[src/rtl/led_seq_pkg.sv]
package led_seq_pkg;

    localparam int unsigned LED_W  = 16;
    localparam int unsigned STEP_W = 4;

    typedef enum logic [1:0] {
        GRP_BLINK = 2'd0,
        GRP_SWAP  = 2'd1,
        GRP_PAIR  = 2'd2,
        GRP_CHASE = 2'd3
    } grp_e;

    // Number of steps in one pass of each group.
    function automatic logic [STEP_W:0] group_len(input grp_e g);
        logic [STEP_W:0] len;
        unique case (g)
            GRP_BLINK: len = 5'd2;
            GRP_SWAP:  len = 5'd2;
            GRP_PAIR:  len = 5'd2;
            GRP_CHASE: len = 5'd16;
            default:   len = 5'd2;
        endcase
        return len;
    endfunction

endpackage

[src/rtl/led_step_timer.sv]
module led_step_timer #(
    parameter int unsigned CLKS_PER_STEP = 50_000_000
) (
    input  logic clk,
    input  logic rst,
    output logic tick
);
    localparam int unsigned CW = (CLKS_PER_STEP > 1) ? $clog2(CLKS_PER_STEP) : 1;
    localparam logic [CW-1:0] LAST = CW'(CLKS_PER_STEP - 1);

    logic [CW-1:0] cnt;

    // terminal-count decoder
    assign tick = (cnt == LAST);

    always_ff @(posedge clk) begin
        if (rst)       cnt <= '0;
        else if (tick) cnt <= '0;
        else           cnt <= cnt + CW'(1);
    end
endmodule

[src/rtl/led_seq_fsm.sv]
module led_seq_fsm
    import led_seq_pkg::*;
#(
    parameter int unsigned PASSES = 11,
    parameter int unsigned PASS_W = 4
) (
    input  logic              clk,
    input  logic              rst,
    input  logic              tick,
    output grp_e              grp,
    output logic [STEP_W-1:0] step,
    output logic [PASS_W-1:0] pass
);
    grp_e              grp_n;
    logic [STEP_W-1:0] step_n;
    logic [PASS_W-1:0] pass_n;
    logic              last_step;
    logic              last_pass;

    assign last_step = ({1'b0, step} == (group_len(grp) - 5'd1));
    assign last_pass = (pass == PASS_W'(PASSES - 1));

    always_comb begin
        grp_n  = grp;
        step_n = step;
        pass_n = pass;
        if (tick) begin
            if (!last_step) begin
                step_n = step + STEP_W'(1);
            end else begin
                step_n = '0;
                if (!last_pass) begin
                    pass_n = pass + PASS_W'(1);
                end else begin
                    pass_n = '0;
                    unique case (grp)
                        GRP_BLINK: grp_n = GRP_SWAP;
                        GRP_SWAP:  grp_n = GRP_PAIR;
                        GRP_PAIR:  grp_n = GRP_CHASE;
                        GRP_CHASE: grp_n = GRP_BLINK;
                        default:   grp_n = GRP_BLINK;
                    endcase
                end
            end
        end
    end

    always_ff @(posedge clk) begin
        if (rst) begin
            grp  <= GRP_BLINK;
            step <= '0;
            pass <= '0;
        end else begin
            grp  <= grp_n;
            step <= step_n;
            pass <= pass_n;
        end
    end
endmodule

[src/rtl/led_pattern_rom.sv]
module led_pattern_rom
    import led_seq_pkg::*;
(
    input  grp_e              grp,
    input  logic [STEP_W-1:0] step,
    output logic [LED_W-1:0]  led
);
    always_comb begin
        unique case (grp)
            GRP_BLINK: led = step[0] ? 16'h0002 : 16'h0001;
            GRP_SWAP:  led = step[0] ? 16'h00FF : 16'hFF00;
            GRP_PAIR:  led = step[0] ? 16'h01C6 : 16'h3005;
            GRP_CHASE: begin
                unique case (step)
                    4'd0:    led = 16'h0307;
                    4'd1:    led = 16'h0008;
                    4'd2:    led = 16'h1208;
                    4'd3:    led = 16'h0008;
                    4'd4:    led = 16'h4307;
                    4'd5:    led = 16'h0008;
                    4'd6:    led = 16'h2208;
                    4'd7:    led = 16'h8008;
                    4'd8:    led = 16'h1307;
                    4'd9:    led = 16'h0008;
                    4'd10:   led = 16'h3208;
                    4'd11:   led = 16'h0008;
                    4'd12:   led = 16'h4F07;
                    4'd13:   led = 16'h0788;
                    4'd14:   led = 16'h2208;
                    4'd15:   led = 16'h8388;
                    default: led = 16'h0000;
                endcase
            end
            default: led = 16'h0000;
        endcase
    end
endmodule

[src/rtl/led_pattern_seq.sv]
module led_pattern_seq
    import led_seq_pkg::*;
#(
    parameter int unsigned CLKS_PER_STEP = 50_000_000,
    parameter int unsigned PASSES        = 11
) (
    input  logic        clk,
    input  logic        rst,
    output logic [15:0] led_out,
    output logic [1:0]  mode_out
);
    localparam int unsigned PASS_W = (PASSES > 1) ? $clog2(PASSES) : 1;

    logic              step_tick;
    grp_e              grp;
    logic [STEP_W-1:0] step_idx;
    logic [PASS_W-1:0] pass_idx;

    led_step_timer #(
        .CLKS_PER_STEP(CLKS_PER_STEP)
    ) u_timer (
        .clk  (clk),
        .rst  (rst),
        .tick (step_tick)
    );

    led_seq_fsm #(
        .PASSES(PASSES),
        .PASS_W(PASS_W)
    ) u_fsm (
        .clk  (clk),
        .rst  (rst),
        .tick (step_tick),
        .grp  (grp),
        .step (step_idx),
        .pass (pass_idx)
    );

    led_pattern_rom u_rom (
        .grp  (grp),
        .step (step_idx),
        .led  (led_out)
    );

    assign mode_out = grp;
endmodule

[config.mk]
export PLATFORM = sky130hd
export DESIGN_NAME = led_pattern_seq
export DESIGN_NICKNAME = d
export VERILOG_FILES = /design/src/rtl/led_seq_pkg.sv /design/src/rtl/led_step_timer.sv /design/src/rtl/led_seq_fsm.sv /design/src/rtl/led_pattern_rom.sv /design/src/rtl/led_pattern_seq.sv
export SDC_FILE = /design/constraint.sdc
export NUM_CORES = 1
export LEC_CHECK = 0
export BUFFER_PORTS_ARGS = -buffer_cell sky130_fd_sc_hd__clkbuf_2
export CAP_MARGIN = 20
export CORE_MARGIN = 5
export CORE_UTILIZATION = 50
export DETAILED_ROUTE_END_ITERATION = 8
export GPL_TIMING_DRIVEN = 0
export PLACE_DENSITY = 0.71
export SLEW_MARGIN = 5
export SYNTH_ARGS = -nofsm -noshare
export SYNTH_HDL_FRONTEND = slang
export SYNTH_SLANG_ARGS = --single-unit
[constraint.sdc]
create_clock -name clk -period 2.2 [get_ports clk]
set_input_delay 0.11 -clock clk [delete_from_list [all_inputs] [get_ports clk]]
set_output_delay 0.11 -clock clk [all_outputs]
set_load 0.005 [all_outputs]
* Word level (Yosys, flattened, before mapping)
Memories as Yosys holds them, arrays and structs flattened. A register that Yosys moved wholly into a read port is not among the register bits. Cells that the tools add are included.
Cells by class: mux-type cells 10, bitwise gates (word level) 0, reductions and logical operators 5, multipliers 0, divide/modulo/power cells 0, equality and inequality tests 6, add/subtract/negate cells 4, shift operators 0, magnitude comparators 0
Operators by type and width (count):
- one-hot mux 16 bit (4 select lines) | 1
- adder 26 x 1 -> 26 bit (second input constant) | 1
- equality test 26 bit (second input constant) | 1
- 2-to-1 mux 16 bit | 1
- 2-to-1 mux 4 bit | 4
- 2-to-1 mux 14 bit | 1
- one-hot mux 5 bit (2 select lines) | 1
- adder 4 x 1 -> 4 bit (second input constant) | 2
- one-hot mux 2 bit (4 select lines) | 1
- equality test 4 x 5 -> 1 bit | 1
- subtractor 5 x 1 -> 5 bit (second input constant) | 1
- equality test 2 bit (second input constant) | 2
- equality test 4 bit (second input constant) | 1
- AND reduction 3 bit | 1
- OR reduction 3 bit | 1
- equality test 2 x 1 -> 1 bit (second input constant) | 1
- zero test 2 bit | 1
- 2-to-1 mux 2 bit | 1
- AND reduction 2 bit | 1
- OR reduction 2 bit | 1
Word-level totals: input bits 2, memories kept 1, latch bits 0, register bits 36, ROM bits 208, memory bits (writable) 0, word-level logic and storage cells 30, output and inout bits 18
Memory list:
- (no name shown) | words 16, width 13, read ports 1, clocked after memory_dff 1, write ports 0, RTL line led_pattern_rom.sv:14 | unique case (step)

* Logic depth before layout (Yosys ltp)
word-level depth 8, mapped depth 8, gate-level depth less buffers 7

* By module
A second synthesis with hierarchy kept.
Unflattened totals: cell total of the unflattened synthesis 246, area total of the unflattened synthesis 2060.7 µm²
Modules (own cells, without submodules):
- led_step_timer | sequential area each 520.5 µm², area each 1257.5 µm², times used 1, cells each 147
- led_seq_fsm | sequential area each 200.2 µm², area each 535.5 µm², times used 1, cells each 57
- led_pattern_rom | sequential area each 0.0 µm², area each 267.8 µm², times used 1, cells each 42

* Least setup slack after synthesis
Ideal clock, no wire load.
path kind reg-to-reg, from reg u_timer.cnt[9], to reg with a tool-made name, slack -0.142 ns, stages on the path, launching flop included 7, buffers on the path 1, data required time 2.100 ns, clock period less this slack 2.342 ns, data arrival time 2.243 ns, setup time 0.100 ns, path through dfxtp_1 > or4_1 > or3_1 > buf_2 > or4b_4 > and2_4 > a2111oi_4
RTL lines:
- start, declared | RTL line led_step_timer.sv:11 | logic [CW-1:0] cnt;
- start signal, assigned | RTL line led_step_timer.sv:19 | else cnt <= cnt + CW'(1);

==> flow_summary.json <==
{
  "status": "finished, violations left",
  "failed_checks": "setup timing",
  "synth_commonest_cells": "dfxtp_1 (47), nor2_1 (42), nand2_1 (20)",
  "fillers": 361,
  "yosys.area.top_type": "dfxtp_1",
  "power.leakage_nw": 1.05,
  "cts-root-buf": "clkbuf_8",
  "drc": 0,
  "area_growth_pct": 22.7,
  "drt-total-wl_mm": 4.93,
  "synth.most_common_cell": "dfxtp_1",
  "maxCapViolations": 0,
  "multiInputGateArea_sq_um": 1410,
  "power_density_nw_per_um2": 571,
  "cp.required_ns": 2.43,
  "placed_cells": 342,
  "wl_met3_um": 186,
  "worst_slew_pin_slew_ns": 0.802,
  "rsz0062_at_grt": "yes",
  "setup_viol": 6,
  "rows": 24,
  "diodes": 0,
  "cp-start-kind": "register",
  "dr.pass1.iters": 4,
  "first_iter_violations": 63,
  "synth_top_family_by_area": "simple AND/OR/NAND/NOR gates",
  "critical_path_arrival_ns": 2.58,
  "clk_path_buf_depth": 2,
  "synth_compound_area_share_pct": 11.4,
  "syn_nets": 280,
  "crit_fanout": 6,
  "grt.total_usage_pct": 16.7,
  "gp_congestion": 0.827,
  "setup_ws_ns": -0.151,
  "fin_skew_ns": 0.0110,
  "nets": 315,
  "slew_viol_final": 0,
  "ys_ff_latch": 47,
  "grt_pass1_vias": 1805,
  "finalHoldViolations": 0,
  "synthXorXnorAreaFrac_pct": 9.82,
  "max_slew_margin_pct": 46.1,
  "synth_cell_types": 51,
  "dr_wl_met2_mm": 2.36,
  "synth_adder_area_share_pct": 3.24,
  "synthSimpleGateAreaFrac_pct": 30.3,
  "fmaxAchievable_mhz": 425,
  "cts.sinks": 47,
  "yosysSeqAreaShare_pct": 40.6,
  "syn_area_sq_um": 2320,
  "synth_cells": 272,
  "cts_hold_buf": 0,
  "synthArstFlopShare_pct": 0,
  "drive_above_1_share_pct": 22.1,
  "p_total_mw": 1.63,
  "worstSetupEndpointType": "register",
  "io_buffers": 18,
  "synth_area_leaders": "dfxtp_1 (41%), xor2_1 (7.2%), nor2_1 (6.8%)",
  "ys.warnings.count": 0,
  "stdcell_count": 360,
  "muxShareOfSynthArea_pct": 0.863,
  "vias_per_cell": 5.48,
  "dpl.hpwl_mm": 3.32,
  "cts_tree": "built",
  "die_w_um": 78.1,
  "routedWlPerCell_um": 13.7,
  "clk_pin_slew_worst_paths_ns": 0.09,
  "vias": 1974,
  "gr-total-overflow": 0,
  "vdd_drop_max_v": 0.000471,
  "holdWs_ns": 0.173,
  "ys.flop_type": "dfxtp_1",
  "timing.final.crit_share_pct": 107,
  "min_path_type": "in2reg",
  "synth_edf_count": 0,
  "m1WireLength_mm": 2.29,
  "grt_pass1_wl_mm": 8.38,
  "initial_utilization_pct": 52.6,
  "synth_top_area_share_pct": 40.6,
  "dieArea_sq_um": 6100,
  "io_pins": 20,
  "grt_max_degree": 16,
  "syn_avg_cell_area_sq_um": 8.53,
  "highest_layer": "met4",
  "fin_crit_ns": 2.35,
  "die_h_um": 78.1,
  "critical_path_class": "reg2reg",
  "core_area_sq_um": 4410,
  "cts_max_level": 2,
  "cts_buffers": 5,
  "ant_nets": 0,
  "antenna_found_initial": 0,
  "clk_latency_ns": 0.30,
  "register_area_sq_um": 946
}
-- through the flow --
step	worst slack [ns]	instance area, sq um	util (%)	setup TNS [ns]
after floorplan	-0.0534	2330	-	-0.0972
after global placement	-0.287	2490	56.4	-7.33
after detailed placement	-0.339	2490	56.4	-9.33
after CTS	-0.126	2770	62.7	-0.531
after global routing	-0.198	2850	64.5	-0.869
final	-0.151	2850	64.5	-0.447
-- worst max-delay path: stages (launching register included) --
cell and delay [ns]:
dfxtp_4 0.35, or4_4 0.52, or3_1 0.33, buf_6 0.14, or4b_4 0.53, a21oi_4 0.20, nor4b_4 0.22
-- worst paths after layout --
path,end,slack [ns],depth (start not counted),start
max,register,-0.15,6,u_timer.cnt[9]$_SDFF_PP0_
min,register,0.17,2,rst
max reg2reg,register,-0.15,6,u_timer.cnt[9]$_SDFF_PP0_
min reg2reg,u_timer.cnt[0]$_SDFF_PP0_,0.49,1,u_timer.cnt[0]$_SDFF_PP0_
-- cell usage in the layout (no fill, tap or decap), types with 3 or more instances in the layout --
master    synthesis  final
xor2_1           19     19
nor2_1           42     42
or4b_4            1      3
ha_1              6      6
nor4_1            5      3
buf_4             1     11
xnor2_1           7      7
nor3_1           13     11
clkbuf_8          0      5
nand4_1           7      7
inv_1             9      9
nand2_1          20     18
buf_6             0      3
nand3_1          15     15
clkbuf_1          8      6
a21o_1            3      3
a21oi_1          11     10
and3_1            7      7
clkbuf_2          0     18
o21ai_0           4      3
dfxtp_1          47     45
-- power breakdown --
part	internal (mW)	switching, mW
sequential	0.853	0.00456
combinational	0.00820	0.0194
clock	0.453	0.288
-- area by class of cell --
class / count / area share (%)
Buffer: 11 / 2.15
Clock buffer: 5 / 2.42
Clock inverter: 3 / 2.37
Inverter: 9 / 1.19
Multi-Input combinational cell: 203 / 49.4
Sequential cell: 47 / 33.2
Tap cell: 52 / 2.29
Timing Repair Buffer: 30 / 6.95
-- cells by family after synthesis --
logic type / after synthesis
AND/OR/NAND/NOR: 132
multiplexers: 2
XOR/XNOR: 26
flip-flops: 47
buffers and inverters: 22
AO/OA/AOI/OAI: 37
adder cells (fa/ha/maj): 6
-- layer usage --
layer	up-vias	track usage [%]
li1	1019	-
met3	7	4.00
met4	0	5.57
met2	32	27.5
met5	-	0
met1	916	21.5
-- timing repair --
item                                    in CTS  in global routing
hold endpoints to repair                     0                  0
resized for setup                           15                 15
endpoints found under the setup margin      36                 37
pin swaps                                    3                  6
buffers inserted                             9                  2
Note: power is estimated with default switching activity, not from simulation.
